==> src/rtl/wgt_pkg.sv <==
package wgt_pkg;
  localparam int MODE_W = 3;
  localparam int ACT_W  = 2;

  localparam logic [MODE_W-1:0] MD_FREE    = 3'd0;
  localparam logic [MODE_W-1:0] MD_CLRMAT  = 3'd2;
  localparam logic [MODE_W-1:0] MD_PWM_MAX = 3'd3;
  localparam logic [MODE_W-1:0] MD_PWM_REG = 3'd7;

  localparam logic [ACT_W-1:0] ACT_OFF = 2'd0;
  localparam logic [ACT_W-1:0] ACT_TGL = 2'd1;
  localparam logic [ACT_W-1:0] ACT_CLR = 2'd2;
  localparam logic [ACT_W-1:0] ACT_SET = 2'd3;

  function automatic logic mode_is_pwm(input logic [MODE_W-1:0] m);
    return (m == MD_PWM_MAX) || (m == MD_PWM_REG);
  endfunction

  function automatic logic mode_top_is_reg(input logic [MODE_W-1:0] m);
    return (m == MD_CLRMAT) || (m == MD_PWM_REG);
  endfunction

  function automatic logic mode_has_top(input logic [MODE_W-1:0] m);
    return (m == MD_CLRMAT) || mode_is_pwm(m);
  endfunction
endpackage

==> src/rtl/wgt_counter.sv <==
module wgt_counter
  import wgt_pkg::*;
#(
  parameter int W = 8
) (
  input  logic              clk,
  input  logic              rst_n,
  input  logic              tick,
  input  logic              load,
  input  logic [W-1:0]      load_val,
  input  logic [MODE_W-1:0] mode,
  input  logic [W-1:0]      reg_top,
  output logic [W-1:0]      cnt,
  output logic              blk,
  output logic              ovf_ev,
  output logic              bottom_ev
);
  localparam logic [W-1:0] MAXV = {W{1'b1}};
  localparam logic [W-1:0] ONE  = {{(W-1){1'b0}}, 1'b1};

  logic [W-1:0] top;
  logic         at_top;
  logic         pwm;
  logic [W-1:0] cnt_d;
  logic         blk_d;

  always_comb begin
    pwm       = mode_is_pwm(mode);
    top       = mode_top_is_reg(mode) ? reg_top : MAXV;
    at_top    = (cnt == top);
    ovf_ev    = tick && (pwm ? at_top : (cnt == MAXV));
    bottom_ev = tick && pwm && at_top;
    if (load)
      cnt_d = load_val;
    else if (tick)
      cnt_d = (mode_has_top(mode) && at_top) ? '0 : cnt + ONE;
    else
      cnt_d = cnt;
    if (load)
      blk_d = 1'b1;
    else if (tick)
      blk_d = 1'b0;
    else
      blk_d = blk;
  end

  always_ff @(posedge clk or negedge rst_n) begin
    if (!rst_n) begin
      cnt <= '0;
      blk <= 1'b0;
    end else begin
      cnt <= cnt_d;
      blk <= blk_d;
    end
  end
endmodule

==> src/rtl/wgt_channel.sv <==
module wgt_channel
  import wgt_pkg::*;
#(
  parameter int W = 8
) (
  input  logic             clk,
  input  logic             rst_n,
  input  logic             tick,
  input  logic             blk,
  input  logic [W-1:0]     cnt,
  input  logic             ocr_wr,
  input  logic [W-1:0]     ocr_wdata,
  input  logic [ACT_W-1:0] act,
  input  logic             pwm,
  input  logic             force_s,
  input  logic             bottom_ev,
  input  logic             clr,
  output logic [W-1:0]     ocr,
  output logic             wave,
  output logic             mflag
);
  logic         hit;
  logic         wave_d;
  logic         mflag_d;
  logic [W-1:0] ocr_d;

  always_comb begin
    hit    = tick && !blk && (cnt == ocr);
    wave_d = wave;
    if (pwm) begin
      if (hit) begin
        if (act == ACT_CLR) wave_d = 1'b0;
        if (act == ACT_SET) wave_d = 1'b1;
      end
      if (bottom_ev) begin
        if (act == ACT_CLR) wave_d = 1'b1;
        if (act == ACT_SET) wave_d = 1'b0;
      end
    end else if (hit || force_s) begin
      case (act)
        ACT_TGL: wave_d = ~wave;
        ACT_CLR: wave_d = 1'b0;
        ACT_SET: wave_d = 1'b1;
        default: wave_d = wave;
      endcase
    end
    mflag_d = hit | (mflag & ~clr);
    ocr_d   = ocr_wr ? ocr_wdata : ocr;
  end

  always_ff @(posedge clk or negedge rst_n) begin
    if (!rst_n) begin
      ocr   <= '0;
      wave  <= 1'b0;
      mflag <= 1'b0;
    end else begin
      ocr   <= ocr_d;
      wave  <= wave_d;
      mflag <= mflag_d;
    end
  end
endmodule

==> src/rtl/wavegen_timer.sv <==
module wavegen_timer
  import wgt_pkg::*;
#(
  parameter int W   = 8,
  parameter int NCH = 2
) (
  input  logic                 clk,
  input  logic                 rst_n,
  input  logic                 tick,
  input  logic                 cnt_wr,
  input  logic [W-1:0]         cnt_wdata,
  input  logic [NCH-1:0]       ocr_wr,
  input  logic [W-1:0]         ocr_wdata,
  input  logic                 ctl_wr,
  input  logic [MODE_W-1:0]    ctl_mode,
  input  logic [ACT_W*NCH-1:0] ctl_act,
  input  logic [NCH-1:0]       force_cmp,
  input  logic [NCH:0]         flag_clr,
  output logic [W-1:0]         count,
  output logic [NCH-1:0]       wave,
  output logic                 ovf_flag,
  output logic [NCH-1:0]       match_flag
);
  logic [MODE_W-1:0]    mode_q, mode_d;
  logic [ACT_W*NCH-1:0] act_q, act_d;
  logic                 ovf_d;
  logic                 pwm;
  logic                 blk;
  logic                 ovf_ev;
  logic                 bottom_ev;
  logic [W-1:0]         ocr_v [NCH];

  always_comb begin
    pwm    = mode_is_pwm(mode_q);
    mode_d = ctl_wr ? ctl_mode : mode_q;
    act_d  = ctl_wr ? ctl_act : act_q;
    ovf_d  = ovf_ev | (ovf_flag & ~flag_clr[0]);
  end

  always_ff @(posedge clk or negedge rst_n) begin
    if (!rst_n) begin
      mode_q   <= MD_FREE;
      act_q    <= '0;
      ovf_flag <= 1'b0;
    end else begin
      mode_q   <= mode_d;
      act_q    <= act_d;
      ovf_flag <= ovf_d;
    end
  end

  wgt_counter #(.W(W)) u_cnt (
    .clk       (clk),
    .rst_n     (rst_n),
    .tick      (tick),
    .load      (cnt_wr),
    .load_val  (cnt_wdata),
    .mode      (mode_q),
    .reg_top   (ocr_v[0]),
    .cnt       (count),
    .blk       (blk),
    .ovf_ev    (ovf_ev),
    .bottom_ev (bottom_ev)
  );

  for (genvar i = 0; i < NCH; i++) begin : g_ch
    wgt_channel #(.W(W)) u_ch (
      .clk       (clk),
      .rst_n     (rst_n),
      .tick      (tick),
      .blk       (blk),
      .cnt       (count),
      .ocr_wr    (ocr_wr[i]),
      .ocr_wdata (ocr_wdata),
      .act       (act_q[ACT_W*i +: ACT_W]),
      .pwm       (pwm),
      .force_s   (force_cmp[i]),
      .bottom_ev (bottom_ev),
      .clr       (flag_clr[i+1]),
      .ocr       (ocr_v[i]),
      .wave      (wave[i]),
      .mflag     (match_flag[i])
    );
  end
endmodule

==> config.mk <==
export PLATFORM = sky130hd
export DESIGN_NAME = wavegen_timer
export DESIGN_NICKNAME = d
export VERILOG_FILES = /design/src/rtl/wgt_pkg.sv /design/src/rtl/wgt_counter.sv /design/src/rtl/wgt_channel.sv /design/src/rtl/wavegen_timer.sv
export SDC_FILE = /design/constraint.sdc
export NUM_CORES = 1
export LEC_CHECK = 0
export BUFFER_PORTS_ARGS = -buffer_cell sky130_fd_sc_hd__buf_2
export CAP_MARGIN = 20
export CORE_UTILIZATION = 55
export DETAILED_ROUTE_END_ITERATION = 8
export PLACE_DENSITY = 0.81
export SYNTH_ARGS = -nofsm -noshare
export SYNTH_HDL_FRONTEND = slang
export SYNTH_SLANG_ARGS = --single-unit
==> constraint.sdc <==
create_clock -name clk -period 2.9 [get_ports clk]
set_input_delay 0.435 -clock clk [delete_from_list [all_inputs] [get_ports clk]]
set_output_delay 0.435 -clock clk [all_outputs]
set_load 0.1 [all_outputs]
# Word level (Yosys, flattened, before mapping)
# Index checks and enable logic that the tools add are counted.
word_totals:
  regBits: 37
  latch_bits: 0
  ram_bits: 0
  rom_bits: 0
  in_bits: 35
  out_inout_bits: 13
  elab_cells: 81
  mem_count: 0
classes:
  n_addsub: 1
  mul: 0
  div_mod_pow: 0
  order_cmp: 0
  eq_ne: 13
  shift: 0
  mux: 25
  n_bitwise: 11
  n_reduce_logical: 20
op_table:
  columns: ["cell", "n"]
  rows:
  - ["2-to-1 mux 8 bit", 4]
  - ["== test 8 bit", 3]
  - ["2-to-1 mux 1 bit", 19]
  - ["adder 8 x 1 -> 8 bit (second input constant)", 1]
  - ["== test 2 bit (second input constant)", 4]
  - ["== test 8 bit (second input constant)", 1]
  - ["nonzero test 4 bit", 2]
  - ["logical AND 1 bit", 7]
  - ["== test 3 x 2 -> 1 bit (second input constant)", 2]
  - ["case mux 1 bit (3 select lines)", 2]
  - ["nonzero test 2 bit", 3]
  - ["logical OR 1 bit", 5]
  - ["NOT 1 bit", 5]
  - ["== test 2 x 1 -> 1 bit (second input constant)", 2]
  - ["AND reduction 2 bit", 2]
  - ["AND 1 bit", 3]
  - ["== test 3 bit (second input constant)", 1]
  - ["bitwise OR 1 bit", 3]
  - ["zero test 1 bit", 1]

# Depth between registers and ports, before layout
# Gate-level depths: netlist (run 1).
logic_depth:
  ltp_word: 8
  ltp_mapped: 7
  ltp_nobuf: 6

# By module
# A second synthesis (run 1) with hierarchy kept.
unflattened:
  hier_cells: 223
  area_unflattened_um2: 2287.2
by_module_without_submodules:
  columns: ["module", "instances", "cells_each", "area_per_inst_um2", "seq_area_each_um2"]
  rows:
  - ["wgt_channel", 2, 48, 561.8, 250.2]
  - ["wgt_counter", 1, 108, 829.5, 225.2]
  - ["wavegen_timer", 1, 19, 334.1, 200.2]

# Least setup slack after synthesis (run 1)
# No wires, ideal clock.
synth_timing:
  kind: "reg-to-reg"
  from: "register u_cnt.cnt[6]"
  to: "register u_cnt.cnt[7]"
  setup_time_ns: 0.138
  t_arrival_ns: 2.305
  required_ns: 2.762
  setup_slack_ns: 0.457
  stages_incl_launch_ff: 8
  n_path_buf: 1
  synth_period_minus_slack_ns: 2.443
  path_cell_list: "dfrtp_1 > buf_6 > nor2b_2 > a2111o_1 > nor4b_2 > nand3_2 > o21ai_1 > o211ai_1"
synth_between:
  elab_chain_len: 5
  word_cells_on_any_way: 6
  cone_classes: "1 x add/sub; 1 x eq/ne; 3 x mux; 1 x reduce/logical"
synth_rtl:
  columns: ["element", "line", "text"]
  rows:
  - ["start: declaration", "wgt_counter.sv:13", "output logic [W-1:0] cnt,"]
  - ["start signal: assignment", "wgt_counter.sv:52", "cnt <= cnt_d;"]
  - ["parallel branches: the longest is 2 deep, another holds adder 8 x 1 -> 8 bit", null, null]
  - ["2-to-1 mux 8 bit *", "wgt_counter.sv:36", "cnt_d = (mode_has_top(mode) && at_top) ? '0 : cnt + ONE;"]
  - ["2-to-1 mux 8 bit *", "wgt_counter.sv:35", "else if (tick)"]
  - ["2-to-1 mux 8 bit *", "wgt_counter.sv:33", "if (load)"]
# Every way passes the cells marked *. The select of a mux whose other input is x is not followed.
# A chain may end at the register's enable or synchronous reset.

# Worst setup path after layout (run 1)
layout_timing:
  from: "register u_cnt.cnt[6]"
  to: "register u_cnt.cnt[5]"
layout_between:
  elab_chain_len: 5
layout_rtl:
  columns: ["element", "line", "text"]
  rows:
  - ["== test 8 bit", "wgt_counter.sv:30", "at_top = (cnt == top);"]
  - ["logical AND 1 bit", "wgt_counter.sv:36", null]
  - ["2-to-1 mux 8 bit", "wgt_counter.sv:36", null]
  - ["2-to-1 mux 8 bit", "wgt_counter.sv:35", null]
  - ["2-to-1 mux 8 bit", "wgt_counter.sv:33", null]
# No other way between the ends. The select of a mux whose other input is x is not followed.

==> metrics.md, run 1 <==
| Metric | Value |
|---|---|
| Cells after synthesis | `201` |
| Final antenna diode count | `0` |
| Via count | `approximately 1600` |
| Chip Height | `~64 um` |
| Leading cell types by total area after synthesis | `sky130_fd_sc_hd__dfrtp_1, sky130_fd_sc_hd__mux2_2, sky130_fd_sc_hd__xnor2_1, sky130_fd_sc_hd__nand3_1, sky130_fd_sc_hd__nor2b_1` |
| Sequential share of the synthesized area | `0.443` |
| GRT Residual Overflow | `0` |
| Vias per cell | `around 5.6` |
| Avg Synthesized Cell Area | `10.4 um2` |
| Post-synth ARST share | `1.00` |
| Setup repair after global routing missed its margin | `false` |
| Number of detailed-route iterations in the first pass | `4` |
| Boundary Pins | `48` |
| Worst setup skew after layout | `~0.0053 ns` |
| Initial antenna violation count | `0` |
| Sequential power share | `0.452` |
| Level count of the clock H-tree | `2` |
| Power Internal | `roughly 0.88 mW` |
| Final wirelength | `about 4200 um` |
| Core region area | `0.00366 mm2` |
| Crit path DAT | `2.19 ns` |
| Synth top area share | `0.443` |
| DP Wirelength | `roughly 3200 um` |
| Post-Route Setup TNS | `0 ns` |
| Drt initial violations | `about 100` |
| Kind of critical path | `register to register` |
| Number of global-route vias before repair | `roughly 1600` |
| R2R depth | `6` |
| Startpoint types | `register` |
| Final number of setup-violating endpoints | `0` |
| Clock group share of total power | `0.243` |
| Standard cell with the maximum stage delay on the critical path | `sky130_fd_sc_hd__dfrtp_1` |
| Critical path buffers and inverters | `0` |
| Number of flops mapped to enable cells by yosys | `0` |
| Post-synth top area cell | `sky130_fd_sc_hd__dfrtp_1` |
| First-pass GRT wire length | `between 7000 and 8000 um` |
| Nature of the critical path endpoint | `register` |
| Flip-flop and latch count after synthesis | `37` |
| Pin count of the biggest net entering global routing | `38` |
| Net switching share of the total power | `0.378` |
| All-layer global routing usage | `0.233` |
| Worst-Margin Slew | `around 0.81 ns` |
| Clock root buffer | `sky130_fd_sc_hd__clkbuf_8` |
| Final slew viol count | `0` |
| Postcts setup bufs | `0` |
| Skew-Pair Late Insertion Delay | `a little under 0.3 ns` |
| Inst Count DP | `284` |
| Synth Net Count | `roughly 240` |
| Worst hold slack | `approximately 0.23 ns` |
| Maximum clock frequency | `approximately 500 MHz` |
| Hold Path Class | `primary input to asynchronous set/reset pin` |
| Slowest cell delay on critical path | `about 0.58 ns` |
| Total DRC errors in the routed layout | `0` |
| Synth-to-layout area growth | `14.4%` |
| Count of placed standard cells in the final layout, fillers left out | `292` |
| Clock slew at reported path FFs | `roughly 0.070 ns` |
| Gate family responsible for the most delay along the worst path | `compound AO/OA/AOI/OAI gates` |
| Core Util, Final | `0.652` |
| Max-cap violations | `0` |
| Number of different library cells in the post-synthesis netlist | `48` |
| Logic pwr share | `0.305` |
| Max FO, Critical Path | `11` |
| Critical path data required time | `3.06 ns` |
| Most used standard cells in the synthesized netlist | `sky130_fd_sc_hd__dfrtp_1, sky130_fd_sc_hd__mux2_2, sky130_fd_sc_hd__nand2_1` |
| CTS tree | `done` |
| Deepest clock path buffer count | `2` |
| Post-CTS Hold Fix Bufs | `0` |
| Number of CTS-inserted buffers | `5` |
| Number of sinks on the clock net | `37` |
| Placer's final routability congestion estimate | `approximately 0.80` |
| Post-layout nets | `279` |
| Die boundary width | `approximately 64 um` |
| Post-detailed-route count of antenna-violating nets | `0` |
| Net Sw Power | `0.536 mW` |
| Period Utilization, post-route | `0.698` |
| WP depth | `6` |
| Average wire per cell in the routed design | `around 14 um` |
| Max_slew headroom | `0.458` |
| Synthesized area | `between 0.002 and 0.0025 mm2` |
| Die footprint | `roughly 0.004 mm2` |
| Hold violation count in the final report | `0` |
| Leakage power | `1.06 nW` |
| VDD IR max | `0.482 mV` |
| Initial core utilization | `0.570` |
| Post-cts resize count | `0` |
| Synthesis Warnings | `0` |
| Power Density | `around 590 mW/mm2` |
| Leading register cell type out of synthesis | `sky130_fd_sc_hd__dfrtp_1` |
| Number of I/O port buffers | `47` |
| Most used standard cell by instance count after synthesis | `sky130_fd_sc_hd__dfrtp_1` |
| Crit path cell chain | `nor2b_2 -> a2111o_1 -> nor4b_2 -> nand3_2 -> o21ai_1 -> o211ai_1` |
| Layout cell share with drive strength beyond 1 | `0.336` |
| Time the worst path needs with I/O delays and setup | `just over 2 ns` |
| Row cnt | `22` |
| Run status | `completed` |
worst paths after layout:
path                                               from                         endpoint  slack [ns]
min                                               rst_n         u_cnt.cnt[7]$_DFFE_PN0P_        0.23
min in group clk                            flag_clr[0]               ovf_flag$_DFF_PN0_        0.33
max                            u_cnt.cnt[6]$_DFFE_PN0P_         u_cnt.cnt[5]$_DFFE_PN0P_        0.88
max reg2reg                    u_cnt.cnt[6]$_DFFE_PN0P_         u_cnt.cnt[5]$_DFFE_PN0P_        0.88
max in group asynchronous                         rst_n  g_ch[0].u_ch.ocr[3]$_DFFE_PN0P_        2.14
min reg2reg                g_ch[1].u_ch.mflag$_DFF_PN0_     g_ch[1].u_ch.mflag$_DFF_PN0_        0.49
state kept, by name (all words and copies together) (netlist names), named ones only:
signal / count
act_q: 4
g_ch.u_ch.mflag: 2
g_ch.u_ch.ocr: 16
mode_q: 3
ovf_flag: 1
u_cnt.blk: 1
u_cnt.cnt: 8
cells by family after synthesis:
logic type      synth area share
mux                        0.118
flops                      0.443
xor+xnor                  0.0503
fa+ha+maj                0.00599
compound gates             0.139
buf+inv                   0.0557
simple gates               0.188
routing by layer:
layer | vias to the layer above | wire [um] | GRT usage
met1 | 787 | 2020 | 0.310
met3 | 5 | 146 | 0.0616
met2 | 39 | 2010 | 0.374
met5 | - | 0 | 0
met4 | 0 | 49 | 0.0597
li1 | 805 | - | -
cell type report:
| cell class | instances | area, um2 |
|---|---|---|
| repair buffers | 47 | 235 |
| multi-input cells | 141 | 1050 |
| clock buffers | 8 | 80.1 |
| well taps | 48 | 60.1 |
| flip-flops and latches | 37 | 926 |
| fillers | 315 | 1270 |
| inverters | 11 | 41.3 |
per-stage QoR:
step	instance area [um2]	setup slack, ns	power [mW]
finish	2390	0.875	1.42
global placement	2310	0.922	1.08
CTS	2390	0.871	1.43
detailed placement	2310	0.893	1.09
floorplan	2090	0.457	0.998
global route	2390	0.694	1.49
power by group through the flow:
stage / clock [mW] / combinational, mW / sequential, mW
finish: 0.345 / 0.432 / 0.642
global route: 0.375 / 0.467 / 0.651
CTS: 0.351 / 0.435 / 0.642
detailed placement: 0 / 0.434 / 0.652
global placement: 0 / 0.428 / 0.649
floorplan: 0 / 0.269 / 0.729
cell usage in the layout, fill, tap and decap left out, drive strengths merged, types with 2 or more instances in the layout:
cell type  synthesis  routed
nor2               4       4
a21oi              7       7
inv               11      11
o31ai              3       3
nand2b             6       6
nand2             13      13
a2bb2oi            2       2
mux2              21      21
buf                7      47
nand3             12      12
a2111o             2       2
o211ai             3       3
a21o               4       4
nor4b              3       3
o21ai              8       8
nor2b              9       9
nand4              6       6
nor4               3       3
xnor2             12      12
clkbuf             5       8
nor3               4       4
o311ai             2       2
o22ai              4       4
dfrtp             37      37
(Power assumes the default switching activity.)
==> run 2, diff against run 1 <==
ABC_AREA = 1   (was default)
CORE_UTILIZATION = 49   (was 55)
PLACE_DENSITY = 0.76   (was 0.81)
clock period = 1.75 ns   (was 2.9 ns; I/O delays follow)
==> run 2 against run 1 <==
  * Routed wire length rose by 11%
  * Clock skew increased by 0.0018 ns
  * Synthesized cell count up 47%
  * Sequential share of layout area down 2.3 points
  * Clock-buffer cell count decreased by 1
  * Maximum frequency is 24% higher
  * Clock power increased by 120%
  * Largest cell class unchanged
==> metrics.md, run 2 <==
| Metric | Value |
|---|---|
| Run status | `completed` |
| Number of CTS-inserted buffers | `5 (unchanged)` |
| Core Util, Final | `0.626 (-0.0265)` |
| Most used standard cell by instance count after synthesis | `sky130_fd_sc_hd__nand2_1` |
| Placer's final routability congestion estimate | `0.929 (+17%)` |
| Nature of the critical path endpoint | `register` |
| Time the worst path needs with I/O delays and setup | `1.63 ns (-0.392 ns)` |
| Largest registers in the final layout | `g_ch.u_ch.ocr x16, u_cnt.cnt x8, act_q x4` |
| Post-Route Setup TNS | `0 ns (unchanged)` |
| Most used standard cells in the synthesized netlist | `sky130_fd_sc_hd__nand2_1, sky130_fd_sc_hd__dfrtp_1, sky130_fd_sc_hd__inv_1` |
| Max FO, Critical Path | `8 (-3)` |
| End of the worst hold path | `g_ch[1].u_ch.mflag$_DFF_PN0_` |
| Post-detailed-route count of antenna-violating nets | `0 (unchanged)` |
| Total non-filler cell area in the finished layout | `0.00259 mm2 (+8.6%)` |
| Synthesis Warnings | `0 (unchanged)` |
| Final Worst Setup Slack | `0.117 ns (-0.758 ns)` |
| Average wire per cell in the routed design | `11.8 um (-18%)` |
| Power Density | `980 mW/mm2 (+65%)` |
| R2R depth | `12 (+6)` |
| Layout cell share with drive strength beyond 1 | `0.260 (-0.0759)` |
| Post-synth ARST share | `1.00 (unchanged)` |
| Initial core utilization | `0.525 (-0.0453)` |
| Number of global-route vias before repair | `1770 (+13%)` |
| Hold path startpoint | `flag_clr[2]` |
| Core region area | `0.00414 mm2 (+13%)` |
| GRT Residual Overflow | `0 (unchanged)` |
| All-layer global routing usage | `0.226 (-0.00715)` |
| Clock slew at reported path FFs | `0.07 ns (about the same)` |
| Initial antenna violation count | `0 (unchanged)` |
| Synth Net Count | `332 (+40%)` |
| Sequential share of the synthesized area | `0.426 (-0.0178)` |
| Worst setup skew after layout | `0.00719 ns (+0.00184 ns)` |
| Crit path DAT | `1.82 ns (-0.37 ns)` |
| Number of sinks on the clock net | `37 (unchanged)` |
| First-pass GRT wire length | `7750 um (+6.9%)` |
| Avg Synthesized Cell Area | `7.35 um2 (-29%)` |
| Leading cell types by total area after synthesis | `sky130_fd_sc_hd__dfrtp_1, sky130_fd_sc_hd__nand2_1, sky130_fd_sc_hd__inv_1, sky130_fd_sc_hd__nand3_1, sky130_fd_sc_hd__o21ai_0` |
| Number of detailed-route iterations in the first pass | `4 (unchanged)` |
| Synthesized area | `0.00218 mm2 (+4.2%)` |
| Hold depth | `2` |
| Reg2reg setup slack | `0.12 ns (-0.76 ns)` |
| Via count | `1977 (+21%)` |
| Final antenna diode count | `0 (unchanged)` |
| Total DRC errors in the routed layout | `0 (unchanged)` |
| Leakage power | `1.37 nW (+29%)` |
| Kind of critical path | `register to register` |
| Post-layout nets | `381 (+37%)` |
| Flip-flop and latch count after synthesis | `37 (unchanged)` |
| Max-cap violations | `0 (unchanged)` |
| Chip Height | `68.6 um (+7.9%)` |
| Final number of setup-violating endpoints | `0 (unchanged)` |
| Crit path cell chain | `nand2_1 -> nand2_1 -> nor2_1 -> nand2_1 -> nand2_1 -> nand2_1 -> nor2_2 -> nand3_1 -> nand3_1 -> nand2_1 -> nand2_1 -> nand2_1` |
| Startpoint types | `register` |
| Vias per cell | `4.99 (-11%)` |
| Leading register cell type out of synthesis | `sky130_fd_sc_hd__dfrtp_1` |
| Row cnt | `23 (+4.5%)` |
| Skew-Pair Late Insertion Delay | `0.29 ns (about the same)` |
| Max_slew headroom | `0.671 (+0.213)` |
| Number of I/O port buffers | `47 (unchanged)` |
| Post-synth top area cell | `sky130_fd_sc_hd__dfrtp_1` |
| Level count of the clock H-tree | `2 (unchanged)` |
| Hold Path Class | `primary input to register` |
| Reg-to-Reg Start | `u_cnt.cnt[1]$_DFFE_PN0P_` |
| Synth-to-layout area growth | `19.2%` |
| DP Wirelength | `3810 um (+20%)` |
| Pin count of the biggest net entering global routing | `17 (-55%)` |
| Synth top area share | `0.426 (-0.0178)` |
| Hold violation count in the final report | `0 (unchanged)` |
| Final wirelength | `4680 um (+11%)` |
| Die boundary width | `68.6 um (+7.9%)` |
| Number of flip-flops in the largest register | `16 (unchanged)` |
| Worst hold slack | `0.153 ns (-0.0801 ns)` |
| Number of fill cells in the layout | `395 (+25%)` |
| CP startpoint | `u_cnt.cnt[1]$_DFFE_PN0P_` |
| CTS tree | `done` |
| Clock root buffer | `sky130_fd_sc_hd__clkbuf_8` |
| Standard cell with the maximum stage delay on the critical path | `sky130_fd_sc_hd__dfrtp_4` |
| Most common cell after layout, fill and taps aside | `sky130_fd_sc_hd__nand2_1` |
| Boundary Pins | `48 (unchanged)` |
| Pre-CTS setup slack | `0.122 ns (-0.772 ns)` |
| Number of flops mapped to enable cells by yosys | `0 (unchanged)` |
| Setup repair after global routing missed its margin | `true` |
| Worst-Margin Slew | `0.492 ns (-0.321 ns)` |
| Most prevalent standard cell on the critical path | `sky130_fd_sc_hd__nand2_1` |
| Critical path data required time | `1.94 ns (-1.12 ns)` |
| Number of different library cells in the post-synthesis netlist | `29 (-40%)` |
| Die footprint | `0.00471 mm2 (+16%)` |
| Deepest clock path buffer count | `2 (unchanged)` |
| Drt initial violations | `80 (-23%)` |
| Instance area after placement | `0.00245 mm2 (+6.2%)` |
| Maximum clock frequency | `612 MHz (+24%)` |
| Slowest cell delay on critical path | `0.52 ns (-0.06 ns)` |
| Final slew viol count | `0 (unchanged)` |
| Cells after synthesis | `296 (+47%)` |
| VDD IR max | `0.523 mV (+8.4%)` |
| Period Utilization, post-route | `0.933 (+0.235)` |
| Commonest non-fill, non-tap cells in the layout | `sky130_fd_sc_hd__nand2_1, sky130_fd_sc_hd__buf_2, sky130_fd_sc_hd__inv_1` |
| Register ranked first by flip-flop count | `g_ch.u_ch.ocr` |
==> run 2: cell types whose count changed after synthesis, sizes merged, moves of 4 or more <==
cell	delta
a22oi	+8
nand3	+13
xnor2	-10
inv	+31
nand2	+84
nor2b	-9
mux2	-16
o21ai	+22
nand2b	-6
nor2	+13
a21o	-4
xor2	+4
==> run 2: kinds of logic (layout without fill, tap and decap cells) <==
logic type / after synthesis / in the layout / synth area share
flip-flops: 37 / 37 / 0.426
AND/OR/NAND/NOR: 148 / 148 / 0.296
adder cells (fa/ha/maj): 1 / 1 / 0.00575
XOR/XNOR: 6 / 6 / 0.0242
multiplexers: 5 / 5 / 0.0259
AO/OA/AOI/OAI: 46 / 46 / 0.120
buffers and inverters: 53 / 103 / 0.104
==> run 2: how the worst max path moves through the flow <==
stage	end	slack (ns)	cells past startpoint
floorplan	register	0.007	13
global placement	u_cnt.cnt[2]$_DFFE_PN0P_	0.16	10
finish	register	0.12	12
detailed placement	u_cnt.cnt[7]$_DFFE_PN0P_	0.12	10
global route	register	-0.01	12
CTS	u_cnt.cnt[7]$_DFFE_PN0P_	0.11	10
==> run 2: area by class of cell <==
type | instances | area, um2 | area share
clock buffers | 7 | 86.3 | 0.0333
clock inverters | 1 | 30.0 | 0.0116
inverters | 43 | 161 | 0.0622
multi-input cells | 206 | 1030 | 0.398
flip-flops and latches | 37 | 946 | 0.365
well taps | 50 | 62.6 | 0.0241
repair buffers | 52 | 275 | 0.106
==> run 2: repair_timing <==
action | in CTS | in global routing
hold buffers | 1 | 0
buffers inserted | 0 | 1
resized for setup | 0 | 2
endpoints found under the setup margin | 0 | 9
endpoints found under the hold margin | 12 | 0
==> run 2: where the power goes <==
group	internal, mW	switching [mW]
clock	0.464	0.290
combinational	0.205	0.540
sequential	0.950	0.0934
total	1.62	0.923
==> run 2: through the flow <==
stage / std cells / power, mW
after CTS: 395 / 2.56
after global routing: 396 / 2.69
after detailed placement: 386 / 1.80
after global placement: 386 / 1.79
after floorplan: 296 / 1.64
final: 396 / 2.54
==> run 2: critical path, delay by kind of cell, from the launching register on <==
family | cells | cell delay [ns]
simple gates | 12 | 1.00
flops | 1 | 0.52
==> run 2: metal layers <==
layer,track usage,up-vias,routed length (um)
met5,0,-,0
met4,0.0729,0,59
met3,0.0493,6,256
met2,0.350,52,2030
met1,0.311,875,2340
li1,-,1044,-
